### config.mk
export PLATFORM = sky130hd
export DESIGN_NAME = dsi_line_sequencer
export DESIGN_NICKNAME = d
export VERILOG_FILES = /design/src/rtl/dls_pkg.sv /design/src/rtl/dls_line_class.sv /design/src/rtl/dls_slot_walk.sv /design/src/rtl/dsi_line_sequencer.sv
export SDC_FILE = /design/constraint.sdc
export NUM_CORES = 1
export LEC_CHECK = 0
export ABC_AREA = 1
export BUFFER_PORTS_ARGS = -buffer_cell sky130_fd_sc_hd__buf_4
export CAP_MARGIN = 20
export CORE_AREA = 2 2 222 224
export DETAILED_ROUTE_END_ITERATION = 6
export DIE_AREA = 0 0 224 226
export GPL_TIMING_DRIVEN = 1
export HOLD_SLACK_MARGIN = 0.1
export PLACE_DENSITY = 0.49
export RECOVER_POWER = 25
export SETUP_SLACK_MARGIN = 0.15
export SYNTH_ARGS = -nofsm -noshare
export SYNTH_HDL_FRONTEND = slang
export SYNTH_SLANG_ARGS = --single-unit
### constraint.sdc
create_clock -name clk -period 7 [get_ports clk]
set_clock_uncertainty 0.2 [all_clocks]
set_input_delay 0 -clock clk [delete_from_list [all_inputs] [get_ports clk]]
set_output_delay 0 -clock clk [all_outputs]
set_load 0.05 [all_outputs]
### src/rtl/dls_pkg.sv
`timescale 1ns/1ps
package dls_pkg;

    localparam int SLOT_BITS  = 32;
    localparam int PKT_STRIDE = 10;
    localparam int PKTS       = 3;
    localparam int LP_BIT     = 30;

    typedef struct packed {
        logic       en;
        logic [5:0] dt;
        logic [2:0] idx;
    } pkt_fld_t;

    // pair code times two is the first slot of the pair
    typedef enum logic [2:0] {
        PAIR_VS_START  = 3'd0,
        PAIR_VS_END    = 3'd1,
        PAIR_BLANK     = 3'd2,
        PAIR_ACT_FIRST = 3'd3,
        PAIR_ACT_NEXT  = 3'd5
    } pair_e;

    function automatic pkt_fld_t get_pkt(input logic [SLOT_BITS-1:0] w, input int p);
        pkt_fld_t f;
        f.idx = w[p*PKT_STRIDE +: 3];
        f.dt  = w[p*PKT_STRIDE + 3 +: 6];
        f.en  = w[p*PKT_STRIDE + 9];
        return f;
    endfunction

endpackage

### src/rtl/dls_line_class.sv
`timescale 1ns/1ps
module dls_line_class
    import dls_pkg::*;
#(
    parameter int LINE_W = 12
) (
    input  logic              clk,
    input  logic              rst_n,
    input  logic              accept_i,
    input  logic              frame_i,
    input  logic [LINE_W-1:0] vse_line_i,
    input  logic [LINE_W-1:0] act_first_i,
    input  logic [LINE_W-1:0] act_lines_i,
    output pair_e             pair_o
);

    typedef struct packed {
        logic [LINE_W-1:0] cnt;
    } st_t;

    st_t st_d, st_q;
    logic [LINE_W-1:0] idx;
    logic [LINE_W-1:0] rel;

    always_comb begin
        idx  = frame_i ? '0 : st_q.cnt;
        rel  = idx - act_first_i;
        st_d = st_q;
        if (idx == '0)
            pair_o = PAIR_VS_START;
        else if (idx == vse_line_i)
            pair_o = PAIR_VS_END;
        else if (idx >= act_first_i && rel < act_lines_i)
            pair_o = (rel == '0) ? PAIR_ACT_FIRST : PAIR_ACT_NEXT;
        else
            pair_o = PAIR_BLANK;
        if (accept_i)
            st_d.cnt = idx + 1'b1;
    end

    always_ff @(posedge clk or negedge rst_n) begin
        if (!rst_n) st_q <= '0;
        else        st_q <= st_d;
    end

endmodule

### src/rtl/dls_slot_walk.sv
`timescale 1ns/1ps
module dls_slot_walk
    import dls_pkg::*;
#(
    parameter int SLOTS    = 12,
    parameter int LEN_REGS = 8,
    parameter int LEN_W    = 16,
    localparam int SLOT_W  = $clog2(SLOTS)
) (
    input  logic                      clk,
    input  logic                      rst_n,
    input  logic [SLOTS*SLOT_BITS-1:0] seq_table_i,
    input  logic [LEN_REGS*LEN_W-1:0] len_table_i,
    input  logic                      start_i,
    input  logic [SLOT_W-1:0]         base_i,
    output logic                      accept_o,
    output logic                      busy_o,
    output logic                      vld_o,
    output logic [5:0]                dt_o,
    output logic [LEN_W-1:0]          len_o,
    output logic                      lp_o
);

    typedef struct packed {
        logic              busy;
        logic [SLOT_W-1:0] slot;
        logic [1:0]        pos;
        logic              vld;
        logic [5:0]        dt;
        logic [LEN_W-1:0]  len;
        logic              lp;
    } st_t;

    st_t st_d, st_q;
    logic [SLOT_BITS-1:0] word;
    pkt_fld_t fld;
    logic last_step;

    always_comb begin
        word      = seq_table_i[int'(st_q.slot)*SLOT_BITS +: SLOT_BITS];
        fld       = get_pkt(word, int'(st_q.pos));
        last_step = st_q.busy && st_q.slot[0] && (st_q.pos == 2'd2);
        accept_o  = start_i && (!st_q.busy || last_step);

        st_d     = st_q;
        st_d.vld = 1'b0;
        st_d.dt  = '0;
        st_d.len = '0;
        st_d.lp  = 1'b0;
        if (st_q.busy) begin
            if (fld.en) begin
                st_d.vld = 1'b1;
                st_d.dt  = fld.dt;
                st_d.len = len_table_i[int'(fld.idx)*LEN_W +: LEN_W];
            end
            if (st_q.pos == 2'd2) begin
                st_d.lp  = word[LP_BIT];
                st_d.pos = 2'd0;
                if (st_q.slot[0]) st_d.busy = 1'b0;
                else              st_d.slot = st_q.slot + 1'b1;
            end else begin
                st_d.pos = st_q.pos + 1'b1;
            end
        end
        if (accept_o) begin
            st_d.busy = 1'b1;
            st_d.slot = base_i;
            st_d.pos  = 2'd0;
        end
    end

    always_ff @(posedge clk or negedge rst_n) begin
        if (!rst_n) st_q <= '0;
        else        st_q <= st_d;
    end

    assign busy_o = st_q.busy;
    assign vld_o  = st_q.vld;
    assign dt_o   = st_q.dt;
    assign len_o  = st_q.len;
    assign lp_o   = st_q.lp;

endmodule

### src/rtl/dsi_line_sequencer.sv
`timescale 1ns/1ps
module dsi_line_sequencer
    import dls_pkg::*;
#(
    parameter int LINE_W   = 12,
    parameter int SLOTS    = 12,
    parameter int LEN_REGS = 8,
    parameter int LEN_W    = 16,
    localparam int SLOT_W  = $clog2(SLOTS),
    localparam int SEQ_W   = SLOTS * SLOT_BITS,
    localparam int LENS_W  = LEN_REGS * LEN_W
) (
    input  logic              clk,
    input  logic              rst_n,
    input  logic [SEQ_W-1:0]  seq_table_i,
    input  logic [LENS_W-1:0] len_table_i,
    input  logic [LINE_W-1:0] vse_line_i,
    input  logic [LINE_W-1:0] act_first_i,
    input  logic [LINE_W-1:0] act_lines_i,
    input  logic              line_start_i,
    input  logic              frame_start_i,
    output logic              busy_o,
    output logic              pkt_valid_o,
    output logic [5:0]        pkt_dt_o,
    output logic [LEN_W-1:0]  pkt_len_o,
    output logic              lp_req_o
);

    pair_e             pair;
    logic              accept;
    logic [SLOT_W-1:0] base;

    assign base = SLOT_W'({pair, 1'b0});

    dls_line_class #(.LINE_W(LINE_W)) u_class (
        .clk         (clk),
        .rst_n       (rst_n),
        .accept_i    (accept),
        .frame_i     (frame_start_i),
        .vse_line_i  (vse_line_i),
        .act_first_i (act_first_i),
        .act_lines_i (act_lines_i),
        .pair_o      (pair)
    );

    dls_slot_walk #(
        .SLOTS    (SLOTS),
        .LEN_REGS (LEN_REGS),
        .LEN_W    (LEN_W)
    ) u_walk (
        .clk         (clk),
        .rst_n       (rst_n),
        .seq_table_i (seq_table_i),
        .len_table_i (len_table_i),
        .start_i     (line_start_i),
        .base_i      (base),
        .accept_o    (accept),
        .busy_o      (busy_o),
        .vld_o       (pkt_valid_o),
        .dt_o        (pkt_dt_o),
        .len_o       (pkt_len_o),
        .lp_o        (lp_req_o)
    );

endmodule

After elaboration in Yosys (flattened, before gate mapping)
Cells that the tools add are included.
- register bits after elaboration: 43
- output and inout bits: 25
- add/sub/neg operators: 6
- multiply operators: 1
- order comparisons: 3
- equality and inequality tests: 3
- shift-type cells: 4
- muxes and demuxes: 16
- reductions and logical operators: 12
- operator list (cell ; count):
    indexed part select 384 x 10 -> 32 bit ; 1
    indexed part select 128 x 8 -> 16 bit ; 1
    adder 32 x 3 -> 32 bit (second input constant) ; 1
    adder 32 x 5 -> 32 bit (second input constant) ; 1
    less-than comparator 32 x 7 -> 1 bit (second input constant) ; 1
    indexed part select 32 x 32 -> 3 bit ; 1
    indexed part select 32 x 32 -> 6 bit ; 1
    two-way mux 31 bit ; 1
    zero test 12 bit ; 2
    two-way mux 23 bit ; 1
    adder 12 x 1 -> 12 bit (second input constant) ; 1
    == test 12 bit ; 1
    >= comparator 12 bit ; 1
    less-than comparator 12 bit ; 1
    two-way mux 12 bit ; 1
    two-way mux 3 bit ; 4
    subtractor 12 bit ; 1
    two-way mux 7 bit ; 1
    binary-select mux 1 bit (select 5 bit) ; 1
    multiplier 2 x 3 -> 5 bit (second input constant) ; 1
    two-way mux 5 bit ; 1
    adder 4 x 1 -> 4 bit (second input constant) ; 1
    logical AND 1 bit ; 4
    two-way mux 1 bit ; 4
    10 further kinds ; 11

Longest topological paths before layout
Gate-level depths: netlist of run 1.
- depth after elaboration: 8
- depth in mapped cells: 24

Modules after synthesis
A second synthesis of run 1 with hierarchy kept.
- cell total of the unflattened synthesis: 1783
- area total of the unflattened synthesis: 9555.4 um^2
- by module, submodules not included (module ; instances ; cells an instance ; area each (um^2) ; sequential area each (um^2)):
    dls_slot_walk ; 1 ; 1474 ; 7518.5 ; 775.7
    dls_line_class ; 1 ; 308 ; 2033.2 ; 300.3
    dsi_line_sequencer ; 1 ; 1 ; 3.8 ; 0.0

Worst setup path after synthesis of run 1
OpenSTA, ideal clock, no wires.
- path type: register -> register
- from: register u_class.st_q[6] (netlist name)
- to: register u_walk.st_q[27] (netlist name)
- library setup time: 0.132 ns
- data arrival time: 2.662 ns
- required time: 6.668 ns
- path slack: 4.005 ns
- cell stages (with the launch flop): 21
- path through: dfrtp_1 inv_1 nor2_1 ha_1 a21oi_1 inv_1 a21oi_1 inv_1 nand2_1 nand3_1 or2_2 nand2_1 inv_1 ha_1 nand2_1 nor2_1 nand3_1 o2111ai_1 o21ai_0 nand2_1 o21ai_0
- cells in the longest elaborated chain, start to end: 8
- RTL lines (element ; RTL line ; text):
    from (decl) ; dls_line_class.sv:21 ; st_t st_d, st_q;
    from (signal assigned) ; dls_line_class.sv:43 ; else st_q <= st_d;
    two-way mux 12 bit * ; dls_line_class.sv:26 ; idx = frame_i ? '0 : st_q.cnt;
    subtractor 12 bit ; dls_line_class.sv:27 ; rel = idx - act_first_i;
    less-than comparator 12 bit ; dls_line_class.sv:33 ; else if (idx >= act_first_i && rel < act_lines_i)
    logical AND 1 bit ; dls_line_class.sv:33 ;
    two-way mux 3 bit ; dls_line_class.sv:33 ;
    two-way mux 3 bit ; dls_line_class.sv:31 ; else if (idx == vse_line_i)
    two-way mux 3 bit * ; dls_line_class.sv:29 ; if (idx == '0)
    two-way mux 7 bit * ; dls_slot_walk.sv:65 ; if (accept_o) begin
    to (signal assigned) ; dls_slot_walk.sv:74 ; else st_q <= st_d;
    to (decl) ; dls_slot_walk.sv:34 ; st_t st_d, st_q;
Mark *: on every way between the ends. The rest lies on a longest branch, timed or not.
A chain may end at the register's enable or synchronous reset.

==> flow_summary.yaml, run 1 <==
run_status:
  status: "complete, but fails checks"
  violations: "max-capacitance violations, max-slew violations"
critical_path:
  critPathLaunch: "u_walk.st_q[27]"
  endpoint_kind: "register"
  critPathRequiredTime_ns: 6.99
  worstSetupPathType: "register to register"
  startpoint_type: "register"
  worstReg2RegStart: "u_walk.st_q[27]"
  cp_max_fo: 72
  cp.arrival_ns: 6.07
drt:
  drtIter0Drc: 864
  drt_wl_total_um: 53300
  drtPass1Iterations: 5
  detail_route.wl_per_cell_um: 17.9
  vias: 13740
  vias_per_cell: 4.62
  ant_nets: 0
  drcViolationCount: 0
cells_and_area:
  num-nets-final: 2932
  drive_above_1_share_pct: 26.0
  instances_no_fill: 2975
  synthToLayoutAreaGrowth_pct: 54.0
  diodes: 0
floorplan:
  rows: 81
  die_y_um: 226
  core_mm2: 0.0483
  die-area_mm2: 0.0506
  initial_utilization_pct: 19.6
  ios: 577
  die_w_um: 224
timing:
  timing.final.crit_period_ns: 6.08
  relSlewSlack_pct: -8.83
  finalCritPeriodShare_pct: 86.9
  setup_violations: 0
  maxSlewViolCount: 21
  rsz0062_at_grt: "false"
  max_slew.worst_pin.slew_ns: 1.63
  fin_tns_setup_ns: 0
  finalHoldViolations: 0
  clock.fmax_mhz: 164
  whs_ns: 0.115
  worst_slack_ns: 0.917
logic_synthesis:
  yosys_warnings: 0
  syn_avg_cell_area_um2: 5.23
  ys_seq_area_share_pct: 11.3
  ys.flop_type: "dfrtp_1"
  synth_nets: 2394
  synthTopCellsByCount: "606 x nand2_1, 242 x nand3_1, 239 x nor2_1"
  syn_inst: 1814
  synth.largest_area_cell: "nand2_1"
  synth.area.top_cells: "nand2_1 24%, nand3_1 13%, dfrtp_1 11%"
  syn_area_mm2: 0.00948
  synth.ff_latch_count: 43
  async_flop_share_pct: 100
  synth-edff-count: 0
  yosys.cell_count.top_type: "nand2_1"
  synth_cell_types: 45
  yosysTopAreaCellShare_pct: 24.0
power_and_ir_drop:
  powerDensity_mw_per_mm2: 387
  power.leakage_nw: 7.99
  ir_drop_v: 0.000245
placed_design:
  dp_hpwl_um: 41800
  place_inst: 2897
  gp_congestion: 0.922
  pre_cts_ws_ns: 2.60
  portBuffers: 576
clocking:
  worstSkewPairLatency_ns: 0.30
  cts_resized: 0
  cts_setup_buffers: 0
  path_clk_slew_ns: 0.07
  cts_tree: "built"
  clock_path_buffers: 2
  cts_root_buf: "clkbuf_16"
  cts_buffers: 5
  cts.sinks: 43
  htreeDepth: 2
flow_run:
  max-cap-violations: 1
worst_hold_path:
  hp-start: "vse_line_i[0]"
  hold_path_class: "input port to register"
global_route:
  overflow: 0
  grt_use_total_pct: 20.3
  grt_max_degree: 78
  grt_pass1_vias: 14132
  antenna_found_initial: 1
  grt_pass1_wl_um: 80600
-- repair_timing --
item	4_1_cts	5_1_grt
setup endpoints to repair	0	0
hold buffers	70	0
endpoints found under the hold margin	72	0
-- flip-flops by register name (all words and copies together), names as in the netlist --
register / flops
u_class.st_q: 12
u_walk.busy_o: 1
u_walk.dt_o: 6
u_walk.len_o: 16
u_walk.lp_o: 1
u_walk.st_q: 6
u_walk.vld_o: 1
-- where the power goes --
group          switching, mW  leakage (nW)  internal, mW
Combinational           3.10          7.35          1.81
Clock                  0.127        0.0804         0.171
Sequential            0.0949         0.555         0.348
Total                   3.32          7.99          2.33
-- cell families after synthesis --
kind of cell	synth area share, %
DFF	11.3
and+or+nand+nor	55.6
adders and majority gates	3.77
xor gates and xnor gates	1.75
buffers and inverters	18.9
AOI/OAI and AO/OA	8.71
-- layout by cell type (no fill, tap or decap), types with 6 or more instances in the layout --
cell             n
a21oi_1         19
a22oi_1          9
buf_4          565
clkbuf_1        25
dfrtp_1         40
dlygate4sd3_1   69
ha_1            27
inv_1          230
inv_2            6
nand2_1        606
nand3_1        242
nand3b_1        37
nand4_1         57
nor2_1         238
o211ai_1        17
o21ai_0         67
o21ai_1         16
or2_2           10
xnor2_1          9
xor2_1          10
-- per-layer routing --
layer  global-route usage, %  routed length [um]
met1                    26.1               23100
met2                    35.9               26100
met3                    2.65                2790
met4                    4.92                1240
met5                       0                  11
-- layout make-up --
type	count	area [um2]
flip-flops and latches	43	1080
well taps	622	778
clock buffers	5	125
fillers	5587	33700
clock inverters	3	46.3
repair buffers	660	5050
inverters	239	902
multi-input cells	1403	6630
-- stage by stage --
stage | total power [mW] | instance area [um2] | utilization, %
6_report | 5.65 | 14600 | 30.2
5_1_grt | 6.24 | 14600 | 30.2
4_1_cts | 5.71 | 14700 | 30.4
3_5_place_dp | 4.84 | 13800 | 28.6
3_3_place_gp | 4.82 | 13800 | 28.6
2_1_floorplan | 3.65 | 9480 | -
-- critical path: stages, from the launching register on --
cell,delay [ns]
dfrtp_2,0.38
inv_4,0.19
nor2_8,0.40
buf_4,0.67
nand2_1,0.14
nand3_1,0.13
nand3_1,0.08
nand2_1,0.17
nand2_1,0.10
nand3_2,0.08
buf_4,0.46
nand2_2,0.22
buf_4,0.41
nor2_1,0.21
nor2_1,0.07
dlygate4sd3_1,0.56
nor2_1,0.10
dlygate4sd3_1,0.55
nor2_1,0.05
dlygate4sd3_1,0.54
-- worst paths after layout --
kind	cells past startpoint	slack (ns)	to
setup / recovery	19	0.92	u_walk.len_o[3]
hold / removal	6	0.11	u_walk.st_q[27]
max in group asynchronous	3	4.67	u_walk.st_q[29]
setup reg to reg	19	0.92	u_walk.len_o[3]
hold reg to reg	2	0.28	u_class.st_q[1]
min in group asynchronous	3	0.98	u_walk.len_o[2]
No activity file was read; power rests on OpenSTA's default activity.
==> run 2: changes to the inputs <==
--- a/config.mk
+++ b/config.mk
@@ -5,15 +5,13 @@
 export SDC_FILE = /design/constraint.sdc
 export NUM_CORES = 1
 export LEC_CHECK = 0
-export ABC_AREA = 1
 export BUFFER_PORTS_ARGS = -buffer_cell sky130_fd_sc_hd__buf_4
-export CAP_MARGIN = 20
-export CORE_AREA = 2 2 222 224
+export CORE_AREA = 2 2 227 229
 export DETAILED_ROUTE_END_ITERATION = 6
-export DIE_AREA = 0 0 224 226
+export DIE_AREA = 0 0 229 231
 export GPL_TIMING_DRIVEN = 1
 export HOLD_SLACK_MARGIN = 0.1
-export PLACE_DENSITY = 0.49
+export PLACE_DENSITY = 0.45
 export RECOVER_POWER = 25
 export SETUP_SLACK_MARGIN = 0.15
 export SYNTH_ARGS = -nofsm -noshare
==> run 2 against run 1 <==
The run still ends with max-capacitance violations, max-slew violations left. Non-clock buffer count decreased by 3. Final cell count decreased by 28%. Sequential share of layout area rose by 0.46 points. Flip-flop and latch count unchanged. First-iteration DRC count shrank 45%. Setup slack improved by 0.0073 ns. Critical endpoint is now u_walk.len_o[9]. Highest routed layer is now met4.
==> flow_summary.yaml, run 2 <==
logic_synthesis:
  synth-edff-count: 0
  syn_area_mm2: 0.00829
  ys.flop_type: "dfrtp_1"
  synth_nets: 1450
  yosys.cell_count.top_type: "mux2i_1"
  async_flop_share_pct: 100
  synth_cell_types: 71
  synthTopCellsByCount: "141 x mux2i_1, 91 x mux4_2, 68 x nand2_1"
  yosys_warnings: 0
  synth.ff_latch_count: 43
  syn_inst: 870
  syn_avg_cell_area_um2: 9.53
  synth.area.top_cells: "mux4_2 25%, mux2i_1 17%, dfrtp_1 13%"
  yosysTopAreaCellShare_pct: 24.7
  ys_seq_area_share_pct: 13.0
  synth.largest_area_cell: "mux4_2"
critical_path:
  cp_cell_sequence: "buf_4 -> mux4_2 -> a22oi_1 -> nand2_1 -> mux4_4 -> buf_4 -> mux2i_1 -> dlygate4sd3_1 -> mux2i_1 -> dlygate4sd3_1 -> a22o_1 -> dlygate4sd3_1"
  worstSetupPathType: "register to register"
  cp_max_fo: 63
  timing.reg2reg.setup_slack_ns: 0.92
  r2r_end: "u_walk.len_o[9]"
  worstRegToRegCells: 12
  slowest_stage: "dfrtp_4"
  crit_path_max_incr_delay_ns: 0.82
  worstReg2RegStart: "u_walk.st_q[27]"
  critPathRequiredTime_ns: 6.99
  endpoint_kind: "register"
  startpoint_type: "register"
  cp.arrival_ns: 6.06
  cpMostUsedCell: "dlygate4sd3_1"
power_and_ir_drop:
  ir_drop_v: 0.000265
  power.leakage_nw: 6.29
  power_mw: 4.39
  powerDensity_mw_per_mm2: 319
clocking:
  cts_tree: "built"
  cts_setup_buffers: 0
  clock_path_buffers: 2
  worstSkewPairLatency_ns: 0.32
  path_clk_slew_ns: 0.09
  cts_root_buf: "clkbuf_16"
  cts_buffers: 5
  htreeDepth: 2
  cts.sinks: 43
timing:
  whs_ns: 0.0824
  relSlewSlack_pct: -95.5
  setup_violations: 0
  timing.final.crit_period_ns: 6.08
  clock.fmax_mhz: 165
  finalHoldViolations: 0
  finalCritPeriodShare_pct: 86.8
  max_slew.worst_pin.slew_ns: 2.93
  rsz0062_at_grt: "false"
  maxSlewViolCount: 44
  fin_tns_setup_ns: 0
run_status:
  violations: "max-capacitance violations, max-slew violations"
  status: "complete, but fails checks"
drt:
  drt_wl_total_um: 44800
  vias: 9568
  detail_route.wl_per_cell_um: 21.1
  drcViolationCount: 0
  drtPass1Iterations: 5
  ant_nets: 0
  drtIter0Drc: 475
  vias_per_cell: 4.49
cells_and_area:
  largest_reg_flops: 16
  num-nets-final: 2022
  drive_above_1_share_pct: 48.4
  final_cell_mix: "582 x buf_4, 141 x mux2i_1, 90 x mux4_2"
  layout_commonest_cell: "buf_4"
  synthToLayoutAreaGrowth_pct: 66.3
  fill_cells: 5481
floorplan:
  ios: 577
  core_mm2: 0.0507
  die_y_um: 231
  rows: 83
  initial_utilization_pct: 16.4
  die_w_um: 229
  die-area_mm2: 0.0529
global_route:
  grt_pass1_vias: 9975
  grt_pass1_wl_um: 64700
  grt_max_degree: 64
  overflow: 0
  antenna_found_initial: 6
  grt_use_total_pct: 16.3
worst_hold_path:
  hp-start: "len_table_i[84]"
  hold_path_class: "input port to register"
  worstHoldPathCells: 4
  hold_path_end: "u_walk.len_o[4]"
placed_design:
  gp_congestion: 0.850
  portBuffers: 576
  dp_hpwl_um: 37400
flow_run:
  max-cap-violations: 1
-- run 2: cell types whose count changed after synthesis, moves of 39 or more --
cell / before / now
nand2_1: 606 / 68
nand3_1: 242 / 25
inv_1: 230 / 31
nor2_1: 239 / 48
mux2i_1: 0 / 141
mux4_2: 0 / 91
nand4_1: 57 / 5
buf_2: 45 / 6
-- run 2: cell type report --
class / count / area (um2) / share of cell area (%)
well taps: 680 / 851 / 6.17
flip-flops and latches: 43 / 1080 / 7.87
repair buffers: 657 / 5080 / 36.8
multi-input cells: 702 / 6480 / 47.0
clock inverters: 3 / 23.8 / 0.172
diodes: 6 / 15.0 / 0.109
inverters: 33 / 124 / 0.899
clock buffers: 5 / 125 / 0.908
-- run 2: cell families after synthesis --
family                     synth area share (%)
adders and majority gates                  4.32
and+or+nand+nor                            13.6
AOI/OAI and AO/OA                          15.6
buffers and inverters                      8.88
muxes                                      42.2
DFF                                        13.0
xor gates and xnor gates                   2.43
-- run 2: per-layer routing --
layer,global-route usage [%],wire [um],vias to the layer above
met5,0,0,-
met4,4.36,624,0
met3,3.29,2700,25
met2,29.7,23800,385
met1,19.4,17700,4641
li1,-,-,4517
-- run 2: worst max-delay path by stage --
| stage | from | endpoint | slack [ns] | cells after the start |
|---|---|---|---|---|
| 2_1_floorplan | u_class.st_q[0] | u_walk.st_q[28] | 2.75 | 18 |
| 3_3_place_gp | frame_start_i | u_walk.st_q[28] | 2.26 | 19 |
| 3_5_place_dp | frame_start_i | u_walk.st_q[28] | 2.20 | 19 |
| 4_1_cts | u_walk.st_q[27] | u_walk.len_o[5] | 0.98 | 12 |
| 5_1_grt | u_walk.st_q[27] | u_walk.len_o[9] | 0.63 | 12 |
| 6_report | u_walk.st_q[27] | u_walk.len_o[9] | 0.92 | 12 |
-- run 2: timing repair --
action                                 in CTS  in global routing
endpoints found under the hold margin      73                  0
hold buffers                               68                  0
gates resized for setup                     0                  0
-- run 2: metrics by stage --
step	cell area, um2	instances	util [%]	setup WS (ns)
3_3_place_gp	13000	2047	25.6	2.26
5_1_grt	13800	2129	27.2	0.633
6_report	13800	2129	27.2	0.925
4_1_cts	13800	2123	27.2	0.978
3_5_place_dp	13000	2047	25.6	2.20
2_1_floorplan	8290	870	-	2.75
-- run 2: where the power goes --
part	switching [mW]	internal, mW
registers	0.119	0.333
clock network	0.135	0.135
logic	1.86	1.82
-- run 2: worst max-delay path: cells and delay by family, from the launching register on --
| kind | cells | cell delay, ns |
|---|---|---|
| AOI/OAI and AO/OA | 2 | 0.47 |
| buffers and inverters | 5 | 2.78 |
| muxes | 4 | 1.43 |
| DFF | 1 | 0.82 |
| and+or+nand+nor | 1 | 0.08 |
